**config.mk**
```make
export PLATFORM = sky130hd
export DESIGN_NAME = gpio_mmio_ctrl
export DESIGN_NICKNAME = d
export VERILOG_FILES = /design/src/rtl/gpio_mmio_pkg.sv /design/src/rtl/gpio_bit_order.sv /design/src/rtl/gpio_in_sync.sv /design/src/rtl/gpio_mmio_ctrl.sv
export SDC_FILE = /design/constraint.sdc
export NUM_CORES = 1
export LEC_CHECK = 0
export ABC_AREA = 0
export BUFFER_PORTS_ARGS = -buffer_cell sky130_fd_sc_hd__buf_2
export CELL_PAD_IN_SITES_DETAIL_PLACEMENT = 0
export CELL_PAD_IN_SITES_GLOBAL_PLACEMENT = 2
export CORE_UTILIZATION = 32
export DETAILED_ROUTE_END_ITERATION = 10
export PLACE_DENSITY = 0.86
export SYNTH_ARGS = -nofsm -noshare
export SYNTH_HDL_FRONTEND = slang
export SYNTH_SLANG_ARGS = --single-unit
export TNS_END_PERCENT = 100
```
**constraint.sdc**
```tcl
create_clock -name clk -period 1.4 [get_ports clk]
set_input_delay 0.14 -clock clk [delete_from_list [all_inputs] [get_ports clk]]
set_output_delay 0.14 -clock clk [all_outputs]
set_load 0.005 [all_outputs]
```
**src/rtl/gpio_mmio_pkg.sv**
```systemverilog
package gpio_mmio_pkg;

    // Register indices on the bus
    typedef enum logic [2:0] {
        SEL_LEVEL = 3'd0,
        SEL_RAISE = 3'd1,
        SEL_LOWER = 3'd2,
        SEL_DRIVE = 3'd3,
        SEL_FLOAT = 3'd4
    } gpio_sel_e;

    localparam int SEL_BITS = 3;

endpackage

```
**src/rtl/gpio_bit_order.sv**
```systemverilog
// Maps between register-bit order and line order; the mapping is its own inverse.
module gpio_bit_order #(
    parameter int WIDTH  = 32,
    parameter bit MIRROR = 1'b0
) (
    input  logic [WIDTH-1:0] in_vec,
    output logic [WIDTH-1:0] out_vec
);
    generate
        if (MIRROR) begin : g_mirror
            for (genvar i = 0; i < WIDTH; i++) begin : g_bit
                assign out_vec[i] = in_vec[WIDTH-1-i];
            end
        end else begin : g_straight
            assign out_vec = in_vec;
        end
    endgenerate
endmodule

```
**src/rtl/gpio_in_sync.sv**
```systemverilog
// Two-stage synchroniser for the asynchronous pin levels.
module gpio_in_sync #(
    parameter int WIDTH = 32
) (
    input  logic             clk,
    input  logic             rst_n,
    input  logic [WIDTH-1:0] async_in,
    output logic [WIDTH-1:0] sync_out
);
    logic [WIDTH-1:0] stage1_q;
    logic [WIDTH-1:0] stage2_q;

    always_ff @(posedge clk or negedge rst_n) begin
        if (!rst_n) begin
            stage1_q <= '0;
            stage2_q <= '0;
        end else begin
            stage1_q <= async_in;
            stage2_q <= stage1_q;
        end
    end

    assign sync_out = stage2_q;
endmodule

```
**src/rtl/gpio_mmio_ctrl.sv**
```systemverilog
module gpio_mmio_ctrl
    import gpio_mmio_pkg::*;
#(
    parameter int WIDTH  = 32,
    parameter bit MIRROR = 1'b0
) (
    input  logic                clk,
    input  logic                rst_n,
    input  logic [SEL_BITS-1:0] bus_addr,
    input  logic                bus_wr,
    input  logic [WIDTH-1:0]    bus_wdata,
    output logic [WIDTH-1:0]    bus_rdata,
    input  logic [WIDTH-1:0]    pin_in,
    output logic [WIDTH-1:0]    pin_out,
    output logic [WIDTH-1:0]    pin_oe
);
    localparam int LINES = WIDTH;

    generate
        if (!(WIDTH == 8 || WIDTH == 16 || WIDTH == 32 || WIDTH == 64)) begin : g_bad_width
            $error("gpio_mmio_ctrl: WIDTH must be 8, 16, 32 or 64");
        end
    endgenerate

    // Held in line order
    typedef struct packed {
        logic [LINES-1:0] latch;
        logic [LINES-1:0] dir;
    } gpio_state_t;

    gpio_state_t      st_d, st_q;
    logic [LINES-1:0] wr_line;
    logic [LINES-1:0] rd_line;
    logic [LINES-1:0] lvl_line;
    gpio_sel_e        sel;

    assign sel = gpio_sel_e'(bus_addr);

    gpio_bit_order #(.WIDTH(WIDTH), .MIRROR(MIRROR)) u_wr_order (
        .in_vec  (bus_wdata),
        .out_vec (wr_line)
    );

    gpio_in_sync #(.WIDTH(WIDTH)) u_sync (
        .clk      (clk),
        .rst_n    (rst_n),
        .async_in (pin_in),
        .sync_out (lvl_line)
    );

    // Next-state logic
    always_comb begin
        st_d = st_q;
        if (bus_wr) begin
            unique case (sel)
                SEL_LEVEL: st_d.latch = wr_line;
                SEL_RAISE: st_d.latch = st_q.latch | wr_line;
                SEL_LOWER: st_d.latch = st_q.latch & ~wr_line;
                SEL_DRIVE: st_d.dir   = wr_line;
                SEL_FLOAT: st_d.dir   = ~wr_line;
                default:   st_d       = st_q;
            endcase
        end
    end

    always_ff @(posedge clk or negedge rst_n) begin
        if (!rst_n) begin
            st_q <= '0;
        end else begin
            st_q <= st_d;
        end
    end

    // Readback in line order, then mapped back to register order
    always_comb begin
        unique case (sel)
            SEL_LEVEL: rd_line = lvl_line;
            SEL_RAISE: rd_line = st_q.latch;
            SEL_LOWER: rd_line = st_q.latch;
            SEL_DRIVE: rd_line = st_q.dir;
            SEL_FLOAT: rd_line = ~st_q.dir;
            default:   rd_line = '0;
        endcase
    end

    gpio_bit_order #(.WIDTH(WIDTH), .MIRROR(MIRROR)) u_rd_order (
        .in_vec  (rd_line),
        .out_vec (bus_rdata)
    );

    assign pin_out = st_q.latch;
    assign pin_oe  = st_q.dir;

endmodule

```
# Word level (Yosys, flattened, before mapping)
# Index checks and enable logic that the tools add are counted.
word_totals:
  reg_bits: 128
  input_bits: 70
  ram_bits: 0
  rom_bits: 0
  output_inout_bits: 96
  n_memories: 0
  latchBits: 0
classes:
  mul: 0
  n_shift: 0
  n_eq_ne: 4
  div_mod_pow: 0
  muxes: 3
  reduce_logical: 6
  n_addsub: 0
  bitwise: 4
  order_cmp: 0
ops:
  columns: ["cell", "n"]
  rows:
  - ["one-hot mux 32 bit (4 select lines)", 1]
  - ["one-hot mux 32 bit (3 select lines)", 1]
  - ["NOT 32 bit", 2]
  - ["one-hot mux 32 bit (2 select lines)", 1]
  - ["bitwise AND 32 bit", 1]
  - ["bitwise OR 32 bit", 1]
  - ["== test 3 x 2 -> 1 bit (second input constant)", 2]
  - ["AND reduction 2 bit", 2]
  - ["== test 3 x 1 -> 1 bit (second input constant)", 1]
  - ["== test 3 bit (second input constant)", 1]
  - ["logical NOT 3 bit", 1]
  - ["nonzero test 3 bit", 1]
  - ["nonzero test 2 bit", 1]
  - ["OR reduction 2 bit", 1]

# Depth between registers and ports, before layout
# Gate-level depths: netlist of run 1.
depth:
  ltp_word: 3
  mapped_depth: 7

# Hierarchy
# Synthesis of run 1 repeated with hierarchy kept, for this count alone.
hier_totals:
  cells_unflattened: 576
  hier_area_um2: 6789.0
modules_own_cells:
  columns: ["module", "cells_per_inst", "area_each_um2", "instances"]
  rows:
  - ["gpio_mmio_ctrl", 448, 4707.0, 1]
  - ["gpio_in_sync", 64, 1601.5, 1]
  - ["gpio_bit_order", 32, 240.2, 2]

# Least setup slack after synthesis of run 1
# OpenSTA, ideal clock, no wires.
synth_path:
  path_kind: "input port to output port"
  from: "input port bus_addr[0]"
  to: "output port bus_rdata[21]"
  t_required_ns: 1.260
  arrival_time_ns: 1.166
  stages: 6
  n_path_buf: 3
  slack_ns: 0.094
  cell_sequence: "buf_4 buf_4 buf_4 mux2_2 a21oi_1 o22ai_1"
synth_via:
  elab_chain_len: 3
synth_lines:
  columns: ["item", "line", "source"]
  rows:
  - ["start, declared", "gpio_mmio_ctrl.sv:9", "input logic [SEL_BITS-1:0] bus_addr,"]
  - ["== test 3 x 2 -> 1 bit or == test 3 x 1 -> 1 bit (tied branches)", "gpio_mmio_ctrl.sv:76", "unique case (sel)"]
  - ["OR reduction 2 bit (no source line)", null, null]
  - ["one-hot mux 32 bit (4 select lines) (*)", "gpio_mmio_ctrl.sv:76", null]
  - ["end, declared", "gpio_mmio_ctrl.sv:12", "output logic [WIDTH-1:0] bus_rdata,"]
# Every way passes the cells marked *; elsewhere a longest branch is shown, timed or not.

# Worst setup path in the final report of run 1
layout_path:
  from: "register st_q, in the netlist pin_out[27]"
  to: "output port bus_rdata[27]"
layout_via:
  elab_chain_len: 1
layout_lines:
  columns: ["item", "line", "source"]
  rows:
  - ["start, declared", "gpio_mmio_ctrl.sv:31", "gpio_state_t st_d, st_q;"]
  - ["start signal, assigned", "gpio_mmio_ctrl.sv:70", "st_q <= st_d;"]
  - ["one-hot mux 32 bit (4 select lines)", "gpio_mmio_ctrl.sv:76", null]
# Every way passes these cells.

==> results by group, run 1 <==
Global route
  – First-pass GRT wire length: 29.6 mm
  – Largest net degree at the start of global routing: 49
  – Vias in the first global route: 5476
  – GR Util All Layers: 0.213
  – GRT Residual Overflow: 0
  – Initial antenna violation count: 0

Critical path
  – CP required: 1.26 ns
  – CP Capture Point: bus_rdata[27]
  – Kind of end point of the critical path: output port
  – Crit-path slowest cell: dfrtp_1
  – Crit-path max cell delay: 0.41 ns
  – Crit path kind: reg2out
  – Crit path arrival time: 1.51 ns
  – Startpoint type of the worst setup path: flop
  – CP bufs+invs: 1
  – FF-to-FF End: pin_oe[15]
  – CP Cell Sequence: mux2_4 -> a21oi_2 -> o22ai_1 -> buf_2
  – Worst Reg-to-Reg Cells: 5
  – CP startpoint: pin_out[27]
  – Number of cells on the critical path: 4
  – Crit-path max FO: 4
  – Worst R2R Start: pin_oe[15]
  – Reg2reg setup slack: 0.24 ns
  – Crit-path leading delay family: flip-flops

Timing
  – Final critical-path share of the clock period: 1.18
  – Endpoints failing setup: 33
  – Minimum clock period: 1.65 ns
  – Final hold slack: 0.00960 ns
  – Fin. Hold Viols: 0
  – Worst setup margin: -0.251 ns
  – Slew HR: 0.622
  – Pins Over Slew Limit: 0
  – Worst-Margin Slew: 0.566 ns
  – RSZ-0062 raised after global routing: yes
  – Layout Skew: 0.00812 ns
  – Max Clk Rate: 606 MHz

Yosys
  – Area contributors post-synth: dfrtp_1 56%, o22ai_1 6.8%, a21oi_1 5.6%
  – Yosys warns: 0
  – EDFF count, synth: 0
  – Library cells used by synthesis: 27
  – Mapped Nets: 596
  – Synthesized instance count: 526
  – Seq cells post-synth: 128
  – Register area share after synthesis: 0.562
  – Post-synth top area cell: dfrtp_1
  – Async S/R FF share, synth: 1.00
  – Main synth FF type: dfrtp_1
  – Post-synth top area share: 0.562
  – Mean post-synth cell area: 10.8 um^2
  – Post-Syn Area: 5700 um^2

Clocking
  – Root buffer cell: clkbuf_16
  – # clock sinks: 128
  – CTS H-Tree Depth: 4
  – Worst-skew pair later-pin latency: 0.43 ns
  – TritonCTS clock tree: built
  – Cts bufs inserted: 17
  – Clock buffer depth: 2
  – Worst-path clk slew: 0.06 ns

Status
  – Status: complete, but fails checks
  – Failing checks: setup timing

Power
  – Int Pwr: 8590 uW
  – Logic pwr share: 0.243
  – Leakage: 0.00416 uW
  – Clock power share: 0.384
  – Maximum vdd ir drop: 0.000971 V
  – Tot Pwr: 11900 uW
  – Power share of the sequential group: 0.373
  – PD cells: 1360 nW/um^2
  – Switching Share: 0.280
  – Switching power: 3340 uW

Final layout
  – Final Util: 0.505
  – Area of the multi-input gates: 2310 um^2
  – Most frequent cells in the layout: 163 x buf_2, 126 x dfrtp_1, 72 x buf_4
  – FF/Latch Area: 3210 um^2
  – Net count, final: 881
  – Commonest non-fill, non-tap cell in the layout: buf_2
  – Layout area overhead: 54.0%
  – Fillcell total: 1556
  – Antenna diodes: 0
  – Layout cells sized above 1: 0.404

Detailed routing
  – Routed Antenna Nets: 0
  – DRC: 0
  – Detailed Routing Iterations Pass 1: 7
  – DR WL/cell: 18.0 um
  – Total wire length: 18.9 mm
  – Vias/cell: 5.35
  – DRT iter0 DRCs: 341
  – DR vias: 5609

Die
  – Initial Util: 0.328
  – Full die area: 18300 um^2
  – Die Wd: 135 um
  – IO Pins: 166
  – Die height: 135 um
  – Row cnt: 48
  – Core area: 17400 um^2

Min path
  – Hold Path Class: in2reg

Place
  – Pre-CTS WS: -0.287 ns
  – Placer congestion estimate: 0.782
  – HPWL Detailed: 12.1 mm
  – Port bufs: 165

Run
  – Max cap viols: 0
==> timing repair <==
action,CTS,global route
setup buffers,25,4
hold buffers,57,0
pin swaps,44,11
endpoints found under the setup margin,32,32
endpoints found under the hold margin,184,0
cloned,1,0
gates resized for setup,23,10
==> power groups by stage <==
stage	Clock (uW)	Sequential, uW	Combinational, uW
global route	4840	4500	3150
global placement	0	4550	2250
finish	4580	4450	2890
CTS	4690	4440	2830
floorplan	0	4570	1060
detailed placement	0	4560	2310
==> cells in the mapped netlist (all sizes together), types with 2 or more instances <==
| cell type | instances |
|---|---|
| a222oi | 17 |
| dfrtp | 128 |
| o221a | 17 |
| o21ai | 50 |
| buf | 32 |
| clkbuf | 14 |
| o22ai | 62 |
| inv | 17 |
| nor2 | 53 |
| nor2b | 2 |
| mux2 | 15 |
| mux2i | 15 |
| a21oi | 64 |
| a22o | 32 |
==> state kept, by name, indices dropped and copies added, names as in the netlist <==
register         cells
pin_oe              32
u_sync.sync_out     32
u_sync.stage1_q     32
pin_out             32
==> kinds of logic (layout without fill, tap and decap cells) <==
family | after synthesis | in the layout | share of synthesized area
and+or+nand+nor | 61 | 61 | 0.0464
buffers and inverters | 63 | 361 | 0.0510
AOI/OAI and AO/OA | 243 | 243 | 0.283
DFF | 128 | 128 | 0.562
xor gates and xnor gates | 1 | 1 | 0.00154
muxes | 30 | 30 | 0.0560
==> metrics by stage <==
stage               setup TNS (ns)  cell area, um^2  std cells
finish                       -4.86             8770       1049
global route                 -7.07             8770       1049
CTS                          -5.11             8700       1045
detailed placement          -15.51             7210        930
global placement            -13.85             7210        930
floorplan                        0             5700        526
==> metal layers <==
metal,GRT usage,wire (um),vias up,part of all wire
met1,0.275,8270,2762,0.44
met2,0.346,8940,246,0.47
met3,0.0546,1350,27,0.072
met5,0,0,-,0
li1,-,-,2574,-
met4,0.0724,297,0,0.016
==> how the worst min path moves through the flow <==
stage,endpoint,start,cells past startpoint
floorplan,pin_oe[0],rst_n,0
global placement,u_sync.stage1_q[18],rst_n,1
global route,pin_out[5],bus_wdata[5],2
finish,pin_out[20],bus_wdata[20],2
detailed placement,u_sync.stage1_q[18],rst_n,1
CTS,pin_out[5],bus_wdata[5],2
==> layout make-up <==
cell class / instances / area share
Clock buffer: 19 / 0.0516
Timing Repair Buffer: 312 / 0.261
Multi-Input combinational cell: 335 / 0.263
Inverter: 17 / 0.00813
Clock inverter: 13 / 0.0185
Tap cell: 225 / 0.0321
Sequential cell: 128 / 0.365
(Power assumes the default switching activity.)
==> run 2, diff against run 1 <==
--- a/config.mk
+++ b/config.mk
@@ -9,9 +9,11 @@
 export BUFFER_PORTS_ARGS = -buffer_cell sky130_fd_sc_hd__buf_2
 export CELL_PAD_IN_SITES_DETAIL_PLACEMENT = 0
 export CELL_PAD_IN_SITES_GLOBAL_PLACEMENT = 2
+export CORE_ASPECT_RATIO = 0.9
 export CORE_UTILIZATION = 32
 export DETAILED_ROUTE_END_ITERATION = 10
 export PLACE_DENSITY = 0.86
+export SKIP_LAST_GASP = 1
 export SYNTH_ARGS = -nofsm -noshare
 export SYNTH_HDL_FRONTEND = slang
 export SYNTH_SLANG_ARGS = --single-unit
==> run 2 against run 1 <==
The run still ends with setup timing left. Register-to-register slack improved by 0.08 ns. Critical path depth unchanged. Design area increased by 0.81%. Clock power increased by 6.8%. Cell count increased by 1.5%. Global-route usage increased by 0.35 points. Utilization increased by 1.1 points. First-iteration DRC count increased by 29%. Power increased by 3.4%. Sequential cell count unchanged. Critical path type unchanged.
==> results by group, run 2 (same netlist as run 1, synthesis figures left out) <==
Status
  – Status: complete, but fails checks
  – Failing checks: setup timing

Final layout
  – Commonest non-fill, non-tap cell in the layout: buf_2
  – Net count, final: 887
  – Most frequent cells in the layout: 164 x buf_2, 123 x dfrtp_1, 81 x buf_4
  – Layout cells sized above 1: 0.411
  – Post-route design area: 8840 um^2
  – Layout area overhead: 55.3%
  – Fillcell total: 1526

Clocking
  – Clock buffer depth: 2
  – Cts bufs inserted: 17
  – Root buffer cell: clkbuf_16
  – # clock sinks: 128
  – Worst-path clk slew: 0.06 ns
  – CTS H-Tree Depth: 4
  – TritonCTS clock tree: built
  – Worst-skew pair later-pin latency: 0.44 ns

Power
  – PD cells: 1390 nW/um^2
  – Logic pwr share: 0.241
  – Power share of the sequential group: 0.362
  – Switching power: 3350 uW
  – Clock power share: 0.396
  – Int Pwr: 8980 uW
  – Maximum vdd ir drop: 0.000926 V
  – Switching Share: 0.272
  – Leakage: 0.00421 uW

Critical path
  – Worst Reg-to-Reg Cells: 4
  – Startpoint type of the worst setup path: flop
  – Crit path kind: reg2out
  – Worst R2R Start: pin_oe[4]
  – CP Cell Sequence: mux2_4 -> a21oi_2 -> o22ai_2 -> buf_2
  – CP required: 1.26 ns
  – Reg2reg setup slack: 0.32 ns
  – Crit-path max cell delay: 0.42 ns
  – Crit-path max FO: 4
  – Crit-path slowest cell: dfrtp_1
  – FF-to-FF End: pin_oe[4]
  – Kind of end point of the critical path: output port
  – Crit path arrival time: 1.54 ns

Place
  – Placed cell areas: 7210 um^2
  – Port bufs: 165
  – Pre-CTS WS: -0.234 ns
  – HPWL Detailed: 12.2 mm
  – Placer congestion estimate: 0.801

Min path
  – Min-delay src: bus_wdata[17]
  – Hold Path Sink: pin_out[17]
  – Hold Crit Depth: 2
  – Hold Path Class: in2reg

Detailed routing
  – Total wire length: 19.6 mm
  – DRC: 0
  – DR WL/cell: 18.4 um
  – DRT iter0 DRCs: 439
  – Detailed Routing Iterations Pass 1: 7
  – DR vias: 5741
  – Routed Antenna Nets: 0
  – Vias/cell: 5.39

Timing
  – Pins Over Slew Limit: 0
  – Minimum clock period: 1.68 ns
  – Worst setup margin: -0.276 ns
  – Final critical-path share of the clock period: 1.20
  – Fin. Hold Viols: 0
  – RSZ-0062 raised after global routing: yes
  – Max Clk Rate: 597 MHz
  – Slew HR: 0.347
  – Layout Skew: 0.0195 ns
  – Worst-Margin Slew: 0.978 ns
  – Endpoints failing setup: 32

Global route
  – Largest net degree at the start of global routing: 40
  – GRT Residual Overflow: 0
  – First-pass GRT wire length: 30.0 mm
  – Initial antenna violation count: 0
  – GR Util All Layers: 0.216
  – Vias in the first global route: 5684

Die
  – IO Pins: 166
  – Core area: 17100 um^2
  – Full die area: 18300 um^2
  – Row cnt: 45
  – Die height: 129 um
  – Initial Util: 0.333
  – Die Wd: 143 um

Run
  – Max cap viols: 0
## run 2: cell count changes in the layout (fill, tap and decap cells not counted), moves of 5 or more
| cell | before | now |
|---|---|---|
| mux2_2 | 8 | 0 |
| mux2_4 | 7 | 15 |
| buf_6 | 6 | 1 |
| buf_4 | 72 | 81 |
| clkinvlp_4 | 6 | 0 |
## run 2: worst max path at each step
stage          slack, ns             to  depth (start not counted)   startpoint
2_1_floorplan       0.09  bus_rdata[21]                          6  bus_addr[0]
3_3_place_gp       -0.15  bus_rdata[20]                          6  bus_addr[0]
3_5_place_dp       -0.23    pin_out[13]                          4  bus_addr[2]
4_1_cts            -0.23  bus_rdata[18]                          4  pin_out[18]
5_1_grt            -0.30  bus_rdata[30]                          4  pin_out[30]
6_report           -0.28  bus_rdata[30]                          4  pin_out[30]
## run 2: power groups by stage
stage,logic (uW),clock network [uW],registers [uW]
6_report,2980,4890,4470
5_1_grt,3220,5150,4510
4_1_cts,2870,4960,4440
3_5_place_dp,2310,0,4570
3_3_place_gp,2250,0,4560
2_1_floorplan,1060,0,4570
## run 2: per-stage QoR
stage	instances	hold WS, ns	total power (uW)	TNS, ns	util
4_1_cts	1060	0.00319	12300	-5.44	0.512
3_3_place_gp	941	0.0872	6810	-6.95	0.421
3_5_place_dp	941	0.0931	6880	-12.32	0.421
2_1_floorplan	526	-0.156	5640	0	-
5_1_grt	1064	0.0137	12900	-7.02	0.517
6_report	1065	0.0112	12300	-5.10	0.517
## run 2: worst max-delay path: cells and delay by family (launching register included)
kind                   cells  cell delay, ns
muxes                      1            0.29
DFF                        1            0.42
AOI/OAI and AO/OA          2            0.25
buffers and inverters      1            0.15
## run 2: layout make-up
type / instances / area [um^2] / share of cell area
flip-flops and latches: 128 / 3210 / 0.363
repair buffers: 318 / 2270 / 0.257
well taps: 235 / 294 / 0.0332
diodes: 1 / 2.50 / 0.000283
clock inverters: 10 / 183 / 0.0207
clock buffers: 21 / 460 / 0.0521
inverters: 17 / 63.8 / 0.00722
multi-input cells: 335 / 2360 / 0.267
## run 2: what timing repair did
action | in CTS | in global routing
hold buffers | 61 | 0
endpoints found under the setup margin | 32 | 32
resized for setup | 25 | 14
buffers inserted | 27 | 4
pin swaps | 38 | 30
hold endpoints to repair | 139 | 0
## run 2: layer usage
layer	GRT usage	share of wire	vias up	wire length (um)
met4	0.0987	0.019	0	364
met5	0	0	-	0
met2	0.334	0.46	284	9100
met3	0.0517	0.076	32	1490
li1	-	-	2594	-
met1	0.289	0.44	2831	8620
==> run 3, diff against run 2 <==
--- a/config.mk
+++ b/config.mk
@@ -10,6 +10,7 @@
 export CELL_PAD_IN_SITES_DETAIL_PLACEMENT = 0
 export CELL_PAD_IN_SITES_GLOBAL_PLACEMENT = 2
 export CORE_ASPECT_RATIO = 0.9
+export CORE_MARGIN = 2
 export CORE_UTILIZATION = 32
 export DETAILED_ROUTE_END_ITERATION = 10
 export PLACE_DENSITY = 0.86
==> run 3 against run 2 <==
Register-to-register slack hardly changed. Critical endpoint is now bus_rdata[24]. Via count down 1.9%. The run still ends with setup timing left. Count of clock-buffer cells in the layout is 3 lower. Sequential power about the same.
==> results by group, run 3 (same netlist as run 1, synthesis figures left out) <==
Timing
  – Final critical-path share of the clock period: 1.14
  – Worst-Margin Slew: 0.556 ns
  – Layout Skew: 0.00362 ns
  – Pins Over Slew Limit: 0
  – Slew HR: 0.629
  – Minimum clock period: 1.60 ns
  – Worst setup margin: -0.203 ns
  – Final hold slack: 0.0179 ns
  – Fin. Hold Viols: 0
  – RSZ-0062 raised after global routing: yes
  – Endpoints failing setup: 32
  – Fin Setup TNS: -4.12 ns
  – Max Clk Rate: 624 MHz

Detailed routing
  – Routed Antenna Nets: 0
  – Total wire length: 18.9 mm
  – Vias/cell: 5.26
  – DRC: 0
  – DRT iter0 DRCs: 492
  – DR WL/cell: 17.6 um
  – Detailed Routing Iterations Pass 1: 5
  – DR vias: 5632

Global route
  – Initial antenna violation count: 0
  – Largest net degree at the start of global routing: 49
  – GRT Residual Overflow: 0
  – GR Util All Layers: 0.205
  – Vias in the first global route: 5658
  – First-pass GRT wire length: 29.8 mm

Clocking
  – Clock buffer depth: 2
  – Worst-path clk slew: 0.06 ns
  – Root buffer cell: clkbuf_16
  – CTS H-Tree Depth: 4
  – Cts bufs inserted: 17
  – Worst-skew pair later-pin latency: 0.41 ns
  – # clock sinks: 128
  – TritonCTS clock tree: built

Die
  – Die height: 131 um
  – Die Wd: 145 um
  – Core area: 17600 um^2
  – Row cnt: 46
  – Full die area: 18900 um^2
  – IO Pins: 166
  – Initial Util: 0.324

Critical path
  – Crit-path max FO: 4
  – CP Capture Point: bus_rdata[24]
  – CP bufs+invs: 1
  – Worst R2R Start: pin_oe[3]
  – Crit path arrival time: 1.46 ns
  – Crit path kind: reg2out
  – CP required: 1.26 ns
  – Worst Reg-to-Reg Cells: 4
  – Startpoint type of the worst setup path: flop
  – Reg2reg setup slack: 0.33 ns
  – Kind of end point of the critical path: output port
  – CP startpoint: pin_out[24]
  – Crit-path max cell delay: 0.44 ns
  – CP Cell Sequence: mux2_4 -> a21oi_2 -> o22ai_1 -> buf_2
  – Crit-path leading delay family: flip-flops
  – Number of cells on the critical path: 4
  – FF-to-FF End: pin_oe[3]
  – Crit-path slowest cell: dfrtp_2

Place
  – Port bufs: 165
  – Placer congestion estimate: 0.815
  – HPWL Detailed: 12.7 mm
  – Placed cell areas: 7340 um^2
  – Pre-CTS WS: -0.243 ns

Power
  – PD cells: 1380 nW/um^2
  – Leakage: 0.00422 uW
  – Maximum vdd ir drop: 0.000732 V
  – Tot Pwr: 12200 uW

Final layout
  – Antenna diodes: 0
  – Commonest non-fill, non-tap cell in the layout: buf_2
  – Layout cells sized above 1: 0.416
  – Net count, final: 888
  – Fillcell total: 1577
  – Most frequent cells in the layout: 164 x buf_2, 124 x dfrtp_1, 81 x buf_4
  – Layout area overhead: 56.2%
  – Post-route design area: 8890 um^2

Min path
  – Hold Path Class: in2reg

Status
  – Failing checks: setup timing
  – Status: complete, but fails checks

Run
  – Max cap viols: 0
run 3: what timing repair did:
action / in CTS / in global routing
hold buffers: 57 / 0
setup buffers: 20 / 6
pin swaps: 32 / 27
endpoints found under the hold margin: 166 / 0
gates resized for setup: 29 / 9
endpoints found under the setup margin: 32 / 32
run 3: worst min-delay path by stage:
stage	startpoint	endpoint	slack (ns)	cells after the start
after global placement	rst_n	u_sync.stage1_q[18]	0.07	1
after detailed placement	rst_n	u_sync.stage1_q[18]	0.07	1
after global routing	bus_wdata[16]	pin_out[16]	0.01	2
after CTS	bus_wdata[11]	pin_out[11]	0.001	2
after floorplan	rst_n	pin_oe[0]	-0.16	0
final	bus_wdata[11]	pin_out[11]	0.02	2
run 3: per-stage QoR:
step,instances,util
3_3_place_gp,956,0.418
4_1_cts,1064,0.503
6_report,1070,0.507
3_5_place_dp,956,0.418
5_1_grt,1070,0.507
2_1_floorplan,526,-
run 3: final cells by class:
cell class / count / area [um^2] / area share
repair buffers: 319 / 2320 / 0.261
flip-flops and latches: 128 / 3210 / 0.361
clock buffers: 18 / 439 / 0.0494
well taps: 240 / 300 / 0.0338
clock inverters: 13 / 211 / 0.0238
inverters: 17 / 68.8 / 0.00774
multi-input cells: 335 / 2350 / 0.264
run 3: worst register-to-register path, delay by kind of cell, from the launching register on:
kind / cells / cell delay [ns]
buffers and inverters: 1 / 0.16
DFF: 1 / 0.40
and+or+nand+nor: 1 / 0.05
AOI/OAI and AO/OA: 2 / 0.34
run 3: per-layer routing:
metal	GRT usage	part of all wire
met4	0.0754	0.020
met5	0	0
met3	0.0496	0.074
met2	0.328	0.46
met1	0.274	0.45
run 3: report_power, final:
| group | switching [uW] | internal, uW | leakage (uW) |
|---|---|---|---|
| sequential | 327 | 4140 | 0.00152 |
| clock | 1660 | 3200 | 0.000305 |
| combinational | 1340 | 1580 | 0.00239 |
| total | 3330 | 8920 | 0.00422 |
